--- config.mk ---
export PLATFORM = sky130hd
export DESIGN_NAME = spi_byte_master
export DESIGN_NICKNAME = d
export VERILOG_FILES = /design/src/rtl/spi_byte_pkg.sv /design/src/rtl/spi_clk_div.sv /design/src/rtl/spi_shift_engine.sv /design/src/rtl/spi_reg_file.sv /design/src/rtl/spi_byte_master.sv
export SDC_FILE = /design/constraint.sdc
export NUM_CORES = 1
export LEC_CHECK = 0
export CAP_MARGIN = 20
export CELL_PAD_IN_SITES_DETAIL_PLACEMENT = 0
export CELL_PAD_IN_SITES_GLOBAL_PLACEMENT = 2
export CORE_UTILIZATION = 30
export DETAILED_ROUTE_END_ITERATION = 8
export PLACE_DENSITY = 0.88
export SETUP_SLACK_MARGIN = 0.02
export SYNTH_ARGS = -nofsm -noshare
export SYNTH_HDL_FRONTEND = slang
export SYNTH_SLANG_ARGS = --single-unit
--- constraint.sdc ---
create_clock -name clk_i -period 4.9 [get_ports clk_i]
set_input_delay 0.735 -clock clk_i [delete_from_list [all_inputs] [get_ports clk_i]]
set_output_delay 0.735 -clock clk_i [all_outputs]
set_load 0.05 [all_outputs]
--- src/rtl/spi_byte_pkg.sv ---
package spi_byte_pkg;
  localparam logic [7:0] ADDR_ENABLE = 8'h80;
  localparam logic [7:0] ADDR_XFER   = 8'h81;
  localparam logic [7:0] ADDR_DATA   = 8'h82;

  typedef enum logic [1:0] {
    ST_IDLE  = 2'd0,
    ST_SHIFT = 2'd1,
    ST_DONE  = 2'd2
  } xfer_state_e;
endpackage

--- src/rtl/spi_clk_div.sv ---
module spi_clk_div #(
  parameter int CLK_DIV = 4
) (
  input  logic clk_i,
  input  logic rst_ni,
  input  logic run_i,
  output logic tick_o
);
  localparam int CW = (CLK_DIV > 1) ? $clog2(CLK_DIV) : 1;
  localparam logic [CW-1:0] LAST = CW'(CLK_DIV - 1);

  logic [CW-1:0] cnt_q;
  logic          reached;

  assign reached = (cnt_q == LAST);
  assign tick_o  = run_i && reached;

  always_ff @(posedge clk_i or negedge rst_ni) begin
    if (!rst_ni)          cnt_q <= '0;
    else if (!run_i)      cnt_q <= '0;
    else if (reached)     cnt_q <= '0;
    else                  cnt_q <= cnt_q + 1'b1;
  end
endmodule

--- src/rtl/spi_shift_engine.sv ---
module spi_shift_engine
  import spi_byte_pkg::*;
(
  input  logic       clk_i,
  input  logic       rst_ni,
  input  logic       start_i,
  input  logic [7:0] tx_i,
  input  logic       tick_i,
  input  logic       miso_i,
  output logic       run_o,
  output logic       busy_o,
  output logic       sck_o,
  output logic       mosi_o,
  output logic [7:0] rx_o
);
  xfer_state_e state_q;
  logic [7:0]  tx_sh_q;
  logic [7:0]  rx_sh_q;
  logic [7:0]  rx_q;
  logic [2:0]  bit_q;
  logic        sck_q;

  assign run_o  = (state_q == ST_SHIFT);
  assign busy_o = (state_q != ST_IDLE);
  assign sck_o  = sck_q;
  assign mosi_o = tx_sh_q[7];
  assign rx_o   = rx_q;

  always_ff @(posedge clk_i or negedge rst_ni) begin
    if (!rst_ni) begin
      state_q <= ST_IDLE;
      tx_sh_q <= '0;
      rx_sh_q <= '0;
      rx_q    <= '0;
      bit_q   <= '0;
      sck_q   <= 1'b0;
    end else begin
      unique case (state_q)
        ST_IDLE: begin
          if (start_i) begin
            state_q <= ST_SHIFT;
            tx_sh_q <= tx_i;
            bit_q   <= '0;
            sck_q   <= 1'b0;
          end
        end
        ST_SHIFT: begin
          if (tick_i) begin
            if (!sck_q) begin
              // rising edge: sample
              sck_q   <= 1'b1;
              rx_sh_q <= {rx_sh_q[6:0], miso_i};
            end else begin
              // falling edge: advance
              sck_q   <= 1'b0;
              tx_sh_q <= {tx_sh_q[6:0], 1'b0};
              bit_q   <= bit_q + 1'b1;
              if (bit_q == 3'd7) begin
                state_q <= ST_DONE;
                rx_q    <= rx_sh_q;
              end
            end
          end
        end
        ST_DONE: state_q <= ST_IDLE;
        default: state_q <= ST_IDLE;
      endcase
    end
  end
endmodule

--- src/rtl/spi_reg_file.sv ---
module spi_reg_file
  import spi_byte_pkg::*;
#(
  parameter int ADDR_W = 8,
  parameter int DATA_W = 32
) (
  input  logic              clk_i,
  input  logic              rst_ni,
  input  logic              we_i,
  input  logic [ADDR_W-1:0] addr_i,
  input  logic [DATA_W-1:0] wdata_i,
  output logic [DATA_W-1:0] rdata_o,
  input  logic              busy_i,
  input  logic [7:0]        rx_i,
  output logic              start_o,
  output logic [7:0]        tx_o,
  output logic              en_o
);
  logic       en_q;
  logic [7:0] tx_q;
  logic       hit_en, hit_xfer, hit_data;
  logic       unused_wdata;

  assign unused_wdata = ^wdata_i[DATA_W-1:8];

  assign hit_en   = (addr_i == ADDR_W'(ADDR_ENABLE));
  assign hit_xfer = (addr_i == ADDR_W'(ADDR_XFER));
  assign hit_data = (addr_i == ADDR_W'(ADDR_DATA));

  assign start_o = we_i && hit_xfer;
  assign tx_o    = tx_q;
  assign en_o    = en_q;

  always_ff @(posedge clk_i or negedge rst_ni) begin
    if (!rst_ni) begin
      en_q <= 1'b0;
      tx_q <= '0;
    end else if (we_i) begin
      if (hit_en)   en_q <= wdata_i[0];
      if (hit_data) tx_q <= wdata_i[7:0];
    end
  end

  always_comb begin
    rdata_o = '0;
    if (hit_en)        rdata_o[0]   = en_q;
    else if (hit_xfer) rdata_o[0]   = !busy_i;
    else if (hit_data) rdata_o[7:0] = rx_i;
  end
endmodule

--- src/rtl/spi_byte_master.sv ---
module spi_byte_master #(
  parameter int CLK_DIV = 4,
  parameter int ADDR_W  = 8,
  parameter int DATA_W  = 32
) (
  input  logic              clk_i,
  input  logic              rst_ni,
  input  logic              we_i,
  input  logic [ADDR_W-1:0] addr_i,
  input  logic [DATA_W-1:0] wdata_i,
  output logic [DATA_W-1:0] rdata_o,
  output logic              sck_o,
  output logic              mosi_o,
  input  logic              miso_i,
  output logic              csn_o
);
  logic       start, tick, run, busy, en;
  logic [7:0] tx_byte, rx_byte;

  spi_reg_file #(.ADDR_W(ADDR_W), .DATA_W(DATA_W)) u_regs (
    .clk_i   (clk_i),
    .rst_ni  (rst_ni),
    .we_i    (we_i),
    .addr_i  (addr_i),
    .wdata_i (wdata_i),
    .rdata_o (rdata_o),
    .busy_i  (busy),
    .rx_i    (rx_byte),
    .start_o (start),
    .tx_o    (tx_byte),
    .en_o    (en)
  );

  spi_clk_div #(.CLK_DIV(CLK_DIV)) u_div (
    .clk_i  (clk_i),
    .rst_ni (rst_ni),
    .run_i  (run),
    .tick_o (tick)
  );

  spi_shift_engine u_eng (
    .clk_i   (clk_i),
    .rst_ni  (rst_ni),
    .start_i (start),
    .tx_i    (tx_byte),
    .tick_i  (tick),
    .miso_i  (miso_i),
    .run_o   (run),
    .busy_o  (busy),
    .sck_o   (sck_o),
    .mosi_o  (mosi_o),
    .rx_o    (rx_byte)
  );

  assign csn_o = !en;
endmodule

# After elaboration in Yosys (flattened, before gate mapping)
# Index checks and enable logic that the tools add are counted.
[op_classes]
n_addsub = 2
eq_ne = 10
muxes = 24
bitwise = 1
reduce_logical = 14
[op_table]
columns = ["op", "n"]
rows = [
  ["8-bit 2-to-1 mux", 4],
  ["8-bit == test, second input constant", 3],
  ["8-bit case mux with 2 select lines", 1],
  ["7-bit 2-to-1 mux", 2],
  ["2-bit 2-to-1 mux", 6],
  ["4-bit AND reduction", 3],
  ["3-bit 2-to-1 mux", 3],
  ["3-bit case mux with 2 select lines", 1],
  ["3-bit AND reduction", 2],
  ["1-bit 2-to-1 mux", 5],
  ["2-bit by 1-bit != test with 1-bit output, second input constant", 2],
  ["2-bit != test, second input constant", 2],
  ["2-bit case mux with 2 select lines", 1],
  ["2-bit AND reduction", 2],
  ["2-bit nonzero test", 2],
  ["3-bit by 1-bit adder with 3-bit output, second input constant", 1],
  ["3-bit == test, second input constant", 1],
  ["2-bit by 1-bit adder with 2-bit output, second input constant", 1],
  ["2-bit by 1-bit == test with 1-bit output, second input constant", 1],
  ["2-bit == test, second input constant", 1],
  ["1-bit logical AND", 2],
  ["1-bit zero test", 2],
  ["2-bit zero test", 1],
  ["1-bit case mux with 2 select lines", 1],
  ["1-bit inverter", 1],
]
[totals]
ff_bits = 41
inputBits = 44
output_inout_bits = 35
word_cells = 60

# Logic depth before layout (Yosys ltp)
# Gate-level depths: netlist of the first run.
[depth]
ltp_word = 5
mapped_depth = 5
mapped_depth_nobuf = 4

# Cells and area by module
# Synthesis of the first run repeated with hierarchy kept, for this count alone.
[hier_totals]
hier_cells = 158
area_unflattened_um2 = 2100.8
[by_module_without_submodules]
columns = ["module", "n_inst", "cells_per_inst", "area_per_inst_um2", "seq_area_each_um2"]
rows = [
  ["spi_shift_engine", 1, 90, 1340.0, 750.7],
  ["spi_reg_file", 1, 61, 668.1, 225.2],
  ["spi_clk_div", 1, 6, 88.8, 50.0],
  ["spi_byte_master", 1, 1, 3.8, 0.0],
]

# Least setup slack after synthesis of the first run
# Ideal clock, no wire load.
[synth_path]
path_type = "input -> output"
start = "input addr_i[5]"
end = "output rdata_o[1]"
arrival_ns = 1.837
required_time_ns = 4.165
slack_ns = 2.328
stages = 3
path_cell_list = "nor4b_1 > and3_1 > and2_1"
[synth_between]
elab_chain_cells = 4
[synth_rtl]
columns = ["item", "line_no", "source"]
rows = [
  ["start: declaration", "spi_byte_master.sv:9", "input logic [ADDR_W-1:0] addr_i,"],
  ["8-bit == test", "spi_reg_file.sv:28", "assign hit_data = (addr_i == ADDR_W'(ADDR_DATA));"],
  ["8-bit 2-to-1 mux", "spi_reg_file.sv:48", "else if (hit_data) rdata_o[7:0] = rx_i;"],
  ["7-bit 2-to-1 mux", "spi_reg_file.sv:47", "else if (hit_xfer) rdata_o[0] = !busy_i;"],
  ["7-bit 2-to-1 mux (*)", "spi_reg_file.sv:46", "if (hit_en) rdata_o[0] = en_q;"],
  ["end: declaration", "spi_byte_master.sv:11", "output logic [DATA_W-1:0] rdata_o,"],
]
# Every way passes the cells marked *; elsewhere a longest branch is shown, timed or not.

# Worst setup path after layout of the first run
[layout_path]
start = "input addr_i[5]"
end = "output rdata_o[2]"
# Same word-level chain as after synthesis.

==> metrics, run 1 <==
register bit total from synthesis=slightly above 40; DRC=0; Power Total=roughly 700 uW; core area=just under 0.007 mm2; clock transition at the registers of the reported paths=approximately 0.070 ns; Final Hold Viols=0; GRT overflow=0; Cell Int Power=486 uW; Worst Tran Pin Value=1.02 ns; Avg Cell Area, Syn=around 13 um2; clock power share=just over 30%; # resized after CTS=0; startpoint class of the critical path=primary input; YS warnings=0; RSZ-0062 raised after global routing=no; CTS root buf=clkbuf_8; Die Height=between 80 and 90 um; Final nets=239; commonest non-fill, non-tap cells in the layout=dfrtp_1 (41), mux2_2 (33), clkdlybuf4s50_1 (29); period utilization=76.1%; switching power total=201 uW; # H-tree levels=2; drt total wl=between 3000 and 4000 um; CTS tree=done; Sink Count=a little over 40; leakage power=approximately 1.2 nW; Synth Area in Compound Gates=under 10%; pin count of the biggest net entering global routing=42; WP data required=approximately 4.2 ns; critical path type=primary input to output pin; Max-slew headroom=approximately 32%; Netlist cell types=32; most common cell after layout, fill and taps aside=dfrtp_1; status=completed; Setup Skew=around 0.0017 ns; max_cap viols=0; first-pass GRT wire length=approximately 5600 um; post-synthesis mux area share=between 20 and 25%; combinational power share=16.8%; sequential share of the synthesized area=49.2%; initial antenna violation count=0; Post-DP HPWL=~2300 um; Initial Util=a little under a third; Cell Area, Synth=between 0.002 and 0.0025 mm2; worst endpoint data arrival time=between 2 and 3 ns; Tmin final=about 3.7 ns; Worst setup EP type=output pin; PortBufs=30; sequential power share=a little over half; antenna cells=0; average wire per standard cell=11.8 um; Post-Synth Simple-Gate Area=9.84%; Power Dens Cells=281 mW/mm2; drt first-iter violations=36; Chip Width=between 80 and 90 um; share of cells above drive strength 1=26.4%; Post-CTS Setup Inserts=0; upper clock frequency limit=approximately 270 MHz; 1st-pass router iterations=4; adder-cell area share of the yosys netlist=under 10%; largest family of logic cells by synthesized area=multiplexers; cell count after synthesis=160; max-slew violation count=0; DR vias=1210; Die ar.=between 0.007 and 0.008 mm2; final setup vio count=0; vias in the first global route=1144; Layout area overhead=17.1%; switching share of power=between 20% and 30%; GR Util All Layers=9.94%; vias per cell=4.43; Synth Area in XOR/XNOR=0%; FP Rows=30; TritonCTS Buffers=5; Ports=between 70 and 80; Hold Path Class=flop to flop; CP max FO=7; hold-fix buffers at CTS=0; Final GP Congestion=~0.66; Peak supply drop=0.201 mV; setup TNS=0 ns; DRT antenna net count=0; Clock Latency Late Sink=around 0.29 ns; Max Root-Sink Buffers=2
-- critical path, cell delays in order --
cell	delay, ns
clkdlybuf4s50_1	0.42
nor4b_1	0.51
and3_1	0.37
and2_1	0.16
clkdlybuf4s50_1	0.79
-- Yosys cell counts (all sizes together) --
cell     instances  area, um2
clkbuf           1       3.75
nor4b            1       8.76
buf             27        201
o311ai           1       8.76
ha               3       37.5
nor2b            4       25.0
nor3             2       10.0
dfrtp           41       1030
a41oi            1       8.76
o41ai            1       27.5
and2             8       50.1
o221a            1       11.3
mux2i            3       30.0
or2              1       6.26
conb             1       3.75
nor3b            2       15.0
and3             2       12.5
nand4            1       6.26
a2111oi          1       8.76
nand2            3       11.3
nor2             2       7.51
and4             1       8.76
mux2            40        477
o21ai            1       5.00
or4b             2       27.5
or4              1       7.51
o21a             1       7.51
inv              6       22.5
nand4b           1       8.76
-- stage by stage --
stage | instance area [um2] | hold slack, ns | setup slack, ns | instances | utilization (%)
2_1_floorplan | 2170 | 0.414 | 2.33 | 183 | -
3_3_place_gp | 2360 | 0.425 | 1.09 | 265 | 34.9
3_5_place_dp | 2360 | 0.432 | 1.12 | 265 | 34.9
4_1_cts | 2440 | 0.442 | 1.09 | 273 | 36.1
5_1_grt | 2440 | 0.449 | 0.969 | 273 | 36.1
6_report | 2440 | 0.437 | 1.17 | 273 | 36.1
-- registers in the layout, summed over array words and instances (netlist names) --
name	flops
u_eng.bit_q	3
u_eng.sck_o	1
u_div.cnt_q	2
u_regs.tx_o	8
u_eng.state_q	2
u_eng.tx_sh_q	8
u_eng.rx_o	8
u_regs.en_o	1
u_eng.rx_sh_q	8
-- layout make-up --
| class | count | area, um2 |
|---|---|---|
| fill | 674 | 4320 |
| sequential | 41 | 1030 |
| multi-input combinational | 108 | 917 |
| timing repair buffer | 30 | 295 |
| tap | 80 | 100 |
| clock buffer | 8 | 80.1 |
| inverter | 6 | 22.5 |
-- worst paths after layout --
path / to / cells after the start / slack [ns] / startpoint
setup / recovery: rdata_o[2] / 5 / 1.17 / addr_i[5]
hold / removal: u_div.cnt_q[0]$_DFF_PN0_ / 1 / 0.44 / u_div.cnt_q[0]$_DFF_PN0_
setup reg to reg: u_eng.rx_o[2]$_DFFE_PN0P_ / 3 / 2.56 / u_eng.state_q[0]$_DFFE_PN0P_
hold reg to reg: u_div.cnt_q[0]$_DFF_PN0_ / 1 / 0.44 / u_div.cnt_q[0]$_DFF_PN0_
max in group asynchronous: u_regs.tx_o[7]$_DFFE_PN0P_ / 1 / 3.77 / rst_ni
min in group asynchronous: u_eng.rx_o[4]$_DFFE_PN0P_ / 1 / 0.57 / rst_ni
-- power groups by stage --
stage | registers, mW | logic, mW | clock network [mW]
2_1_floorplan | 0.377 | 0.0833 | 0
3_3_place_gp | 0.367 | 0.116 | 0
3_5_place_dp | 0.368 | 0.117 | 0
4_1_cts | 0.361 | 0.117 | 0.218
5_1_grt | 0.363 | 0.125 | 0.233
6_report | 0.360 | 0.116 | 0.211
-- kinds of logic (layout without fill, tap and decap cells) --
kind of cell | after synthesis | count (layout)
and+or+nand+nor | 31 | 31
AOI/OAI and AO/OA | 7 | 7
other | 1 | 24
DFF | 41 | 41
buffers and inverters | 34 | 44
adders and majority gates | 3 | 3
muxes | 43 | 43
-- routing by layer --
metal	global-route usage [%]	part of all wire, %
met5	0	0
met4	3.64	1.5
met3	3.11	4.2
met2	16.6	48
met1	12.1	46
Note: power is estimated with default switching activity, not from simulation.
==> inputs of run 2 (changes only) <==
Settings changed: CORE_UTILIZATION 30 to 28, PLACE_DENSITY 0.88 to 0.83.
Clock period 4.9 ns to 3.9 ns, I/O delays scaled along.
==> run 2 against run 1 <==
Clock skew rose by 0.0047 ns. Wire length increased by 4.8%. Die area up 7.0%. Global-route usage down 0.53 points. Critical path type unchanged. Largest cell class unchanged. Largest power group unchanged. Highest routed layer unchanged.
==> metrics, run 2 (synthesis results as in run 1) <==
final setup vio count=0 (unchanged); first-pass GRT wire length=5510 um (was 5580 um); drt total wl=3380 um (was 3230 um); delay-heaviest family, CP=buffers and inverters (unchanged); Cell Count Post-Placement=287 (was 265); share of cells above drive strength 1=28.4% (was 26.4%); pin count of the biggest net entering global routing=42 (unchanged); Final Hold Viols=0 (unchanged); Chip Width=88.3 um (was 85.4 um); Layout area overhead=19.0% (was 17.1%); CP max stage cell=clkdlybuf4s50_1 (unchanged); Critical Path Most Common Cell=clkdlybuf4s50_1 (unchanged); RSZ-0062 raised after global routing=no (unchanged); antenna cells=0 (unchanged); CTS tree=done (unchanged); GR Util All Layers=9.41% (was 9.94%); Worst setup EP type=output pin (unchanged); Setup Skew=0.00640 ns (was 0.00170 ns); leakage power=1.20 nW (was 1.19 nW); most common cell after layout, fill and taps aside=dfrtp_1 (unchanged); max_cap viols=0 (unchanged); Crit Reg-Reg Startpoint=u_eng.state_q[1]$_DFFE_PN0P_ (was u_eng.state_q[0]$_DFFE_PN0P_); GRT overflow=0 (unchanged); filler instances=745 (was 674); clock transition at the registers of the reported paths=0.07 ns (about the same); TritonCTS Buffers=5 (unchanged); critical path type=primary input to output pin (unchanged); status=completed (unchanged); WP data required=3.31 ns (was 4.16 ns); # H-tree levels=2 (unchanged); r2r worst-path depth=4 (was 3); Critical path buffers and inverters=2 (unchanged); worst reg2reg path endpoint=u_eng.tx_sh_q[7]$_DFFE_PN0P_ (was u_eng.rx_o[2]$_DFFE_PN0P_); Die Height=88.3 um (was 85.4 um); 1st-pass router iterations=5 (was 4); commonest non-fill, non-tap cells in the layout=dfrtp_1 (41), mux2_2 (33), clkdlybuf4s50_1 (29) (unchanged); r2r setup slk=1.87 ns (was 2.56 ns); setup TNS=0 ns (unchanged); Sink Count=41 (unchanged); DR vias=1203 (was 1210); CP max FO=4 (was 7); DRT antenna net count=0 (unchanged); Worst Tran Pin Value=0.894 ns (was 1.02 ns); Die ar.=0.00779 mm2 (was 0.00729 mm2); average wire per standard cell=11.5 um (was 11.8 um); hold-fix buffers at CTS=0 (unchanged); Ports=79 (unchanged); Post-CTS Setup Inserts=0 (unchanged); FP Rows=31 (was 30); max incr delay on CP=0.79 ns (about the same); fin util=34.4% (was 36.1%); Hold Path Class=primary input to asynchronous set/reset pin (was flop to flop); Tmin final=approximately 3.3 ns; vias in the first global route=1128 (was 1144); Max-slew headroom=40.4% (was 32.0%); startpoint class of the critical path=primary input (unchanged); Post-Layout Cell Count=293 (was 273); CTS root buf=clkbuf_8 (unchanged); Final nets=242 (was 239); # resized after CTS=0 (unchanged); vias per cell=4.11 (was 4.43); PortBufs=30 (unchanged); Peak supply drop=0.167 mV (was 0.201 mV); core area=0.00721 mm2 (was 0.00676 mm2); drt first-iter violations=43 (was 36); max-slew violation count=0 (unchanged); Post-DP HPWL=2440 um (was 2330 um); period utilization=a little under nine tenths; Clock Latency Late Sink=0.29 ns (about the same); crit-path cells=clkdlybuf4s50_1 -> or4b_4 -> nor2_1 -> o221a_2 -> clkdlybuf4s50_1 (was clkdlybuf4s50_1 -> nor4b_1 -> and3_1 -> and2_1 -> clkdlybuf4s50_1); worst endpoint data arrival time=2.73 ns (was 2.99 ns); Final GP Congestion=0.715 (was 0.655); Max Root-Sink Buffers=2 (unchanged); Initial Util=28.9% (was 30.9%); Power Dens Cells=344 mW/mm2 (was 281 mW/mm2); DRC=0 (unchanged); initial antenna violation count=0 (unchanged); upper clock frequency limit=between 300 and 400 MHz
run 2: changes by cell type in the layout (fill, tap and decap cells not counted):
cell      previous run  this run
buf_4                0         3
clkbuf_1             3         0
clkinv_2             0         1
run 2: power by group:
part | internal [mW] | switching, mW
Sequential | 0.438 | 0.0151
Combinational | 0.0467 | 0.101
Clock | 0.118 | 0.135
Total | 0.603 | 0.251
run 2: layer usage:
metal  wire length (um)  GRT usage [%]  share of wire (%)
met2               1560           14.5                 46
met5                  0              0                  0
met1               1620           12.3                 48
met3                149           3.17                4.4
met4                 55           3.52                1.6
run 2: worst max path at each step:
stage / start / end / depth (start not counted)
final: addr_i[1] / rdata_o[0] / 5
after global routing: addr_i[5] / rdata_o[4] / 6
after CTS: addr_i[5] / rdata_o[6] / 6
after detailed placement: addr_i[5] / rdata_o[6] / 6
after global placement: addr_i[5] / rdata_o[4] / 6
after floorplan: addr_i[5] / rdata_o[1] / 3
run 2: through the flow:
stage               worst slack (ns)  power, mW  hold WS, ns  area, um2
floorplan                       1.63      0.578        0.289       2170
global placement               0.507      0.609        0.425       2410
detailed placement             0.559      0.611        0.434       2410
CTS                            0.541      0.865        0.445       2480
global route                   0.384      0.894        0.488       2480
finish                         0.581      0.854        0.425       2480
run 2: layout make-up:
cell class	count	area (um2)	area share, %
clock buffers	5	68.8	2.77
clock inverters	1	5.00	0.202
inverters	6	22.5	0.908
multi-input cells	108	917	37.0
flip-flops and latches	41	1030	41.4
well taps	99	124	4.99
repair buffers	33	318	12.8
==> inputs of run 3 (changes only) <==
Settings changed: CORE_UTILIZATION 28 to 35, DONT_BUFFER_PORTS set to 1, PLACE_DENSITY 0.83 to 0.73, SETUP_SLACK_MARGIN 0.02 to 0.3.
==> run 3 against run 2 <==
Critical path depth is 2 lower. Combinational power shrank 31%. Fmax increased by 35%.
==> metrics, run 3 (synthesis results as in run 1) <==
Critical path buffers and inverters=0 (was 2); CTS root buf=clkbuf_8 (unchanged); Ports=79 (unchanged); CTS tree=done (unchanged); leakage power=1.09 nW (was 1.20 nW); Post-CTS Setup Inserts=0 (unchanged); WP data required=3.31 ns (about the same); CP max stage cell=and2_1 (was clkdlybuf4s50_1); Hold Path Class=primary input to asynchronous set/reset pin (unchanged); status=completed (unchanged); Crit Reg-Reg Startpoint=u_eng.state_q[1]$_DFFE_PN0P_ (unchanged); max-slew violation count=0 (unchanged); Final GP Congestion=0.779 (was 0.715); Post-DP HPWL=2390 um (was 2440 um); Worst Tran Pin Value=1.00 ns (was 0.894 ns); upper clock frequency limit=406 MHz (was 301 MHz); DR vias=1135 (was 1203); DRT antenna net count=0 (unchanged); Max-slew headroom=33.0% (was 40.4%); GR Util All Layers=11.6% (was 9.41%); PortBufs=0 (was 30); Sink Count=41 (unchanged); Hold WS=0.125 ns (was 0.425 ns); most common cell after layout, fill and taps aside=dfrtp_1 (unchanged); 1st-pass router iterations=4 (was 5); Tmin final=2.46 ns (was 3.32 ns); final setup vio count=0 (unchanged); max_cap viols=0 (unchanged); crit-path cells=nor4b_1 -> and3_1 -> and2_1 (was clkdlybuf4s50_1 -> or4b_4 -> nor2_1 -> o221a_2 -> clkdlybuf4s50_1); worst endpoint data arrival time=1.88 ns (was 2.73 ns); Setup Skew=0.00917 ns (was 0.00640 ns); period utilization=63.2% (was 85.1%); RSZ-0062 raised after global routing=no (unchanged); average wire per standard cell=14.1 um (was 11.5 um); # H-tree levels=2 (unchanged); Worst setup EP type=output pin (unchanged); initial antenna violation count=0 (unchanged); share of cells above drive strength 1=32.9% (was 28.4%); Final nets=211 (was 242); GRT overflow=0 (unchanged); CP startpoint=addr_i[5] (was addr_i[1]); Max Root-Sink Buffers=2 (unchanged); Die ar.=0.00627 mm2 (was 0.00779 mm2); r2r setup slk=1.78 ns (was 1.87 ns); max incr delay on CP=0.48 ns (was 0.79 ns); setup TNS=0 ns (unchanged); antenna cells=0 (unchanged); r2r worst-path depth=3 (was 4); setup ws final=1.44 ns (was 0.581 ns); total stage count of the critical path=3 (was 5); Initial Util=37.2% (was 28.9%); delay-heaviest family, CP=simple AND/OR/NAND/NOR gates (was buffers and inverters); worst reg2reg path endpoint=u_eng.tx_sh_q[7]$_DFFE_PN0P_ (unchanged); drt first-iter violations=22 (was 43); first-pass GRT wire length=5440 um (was 5510 um); DRC=0 (unchanged); fin util=38.8% (was 34.4%); crit path to=rdata_o[3] (was rdata_o[0]); CP max FO=7 (was 4); startpoint class of the critical path=primary input (unchanged); Chip Width=79.2 um (was 88.3 um); vias in the first global route=1134 (was 1128); Power Dens Cells=392 mW/mm2 (was 344 mW/mm2); pin count of the biggest net entering global routing=42 (unchanged); # resized after CTS=0 (unchanged); vias per cell=4.81 (was 4.11); core area=0.00561 mm2 (was 0.00721 mm2); Final Hold Viols=0 (unchanged); critical path type=primary input to output pin (unchanged); pre-CTS setup slack=1.26 ns (was 0.559 ns); commonest non-fill, non-tap cells in the layout=dfrtp_1 (41), mux2_2 (33), conb_1 (24) (was dfrtp_1 (41), mux2_2 (33), clkdlybuf4s50_1 (29)); Peak supply drop=0.166 mV (was 0.167 mV); Die Height=79.2 um (was 88.3 um); Clock Latency Late Sink=0.29 ns (about the same); drt total wl=3330 um (was 3380 um); clock transition at the registers of the reported paths=0.08 ns (was 0.07 ns); Layout area overhead=4.26% (was 19.0%); TritonCTS Buffers=5 (unchanged); FP Rows=27 (was 31)
-- run 3: worst reg2reg max path: stages (launching register included) --
cell,delay (ns)
dfrtp_1,0.43
or2_2,0.35
o41ai_4,0.81
mux2_2,0.42
-- run 3: what timing repair did --
action / CTS / global route
endpoints found under the hold margin: 41 / 0
setup endpoints to repair: 0 / 0
hold buffers: 1 / 0
-- run 3: worst min path at each step --
stage,slack [ns],endpoint,startpoint,cells after the start
3_5_place_dp,0.29,u_regs.tx_o[4]$_DFFE_PN0P_,rst_ni,0
2_1_floorplan,0.29,u_div.cnt_q[0]$_DFF_PN0_,rst_ni,0
4_1_cts,0.13,u_regs.tx_o[4]$_DFFE_PN0P_,rst_ni,1
6_report,0.12,u_regs.tx_o[4]$_DFFE_PN0P_,rst_ni,1
3_3_place_gp,0.29,u_regs.tx_o[4]$_DFFE_PN0P_,rst_ni,0
5_1_grt,0.13,u_eng.tx_sh_q[3]$_DFFE_PN0P_,rst_ni,1
-- run 3: final cells by class --
| cell class | count | area (um2) |
|---|---|---|
| Fill cell | 551 | 3430 |
| Clock inverter | 1 | 7.51 |
| Tap cell | 72 | 90.1 |
| Inverter | 6 | 22.5 |
| Clock buffer | 6 | 82.6 |
| Multi-Input combinational cell | 108 | 917 |
| Sequential cell | 41 | 1030 |
| Timing Repair Buffer | 2 | 27.5 |
-- run 3: through the flow --
stage          cells  area (um2)  total power, mW
6_report         236        2170            0.852
5_1_grt          236        2170            0.891
4_1_cts          236        2170            0.863
3_5_place_dp     228        2060            0.571
3_3_place_gp     228        2060            0.568
2_1_floorplan    183        2170            0.578
-- run 3: metal layers --
metal	track usage, %	vias to the layer above	routed length, um
met3	3.22	7	158
li1	-	516	-
met5	0	-	0
met1	13.5	573	1440
met2	19.2	39	1660
met4	6.00	0	70
-- run 3: report_power, final --
group,internal [mW],leakage (nW),switching [mW]
Sequential,0.438,0.555,0.0317
Combinational,0.0244,0.492,0.0779
Clock,0.140,0.0433,0.141
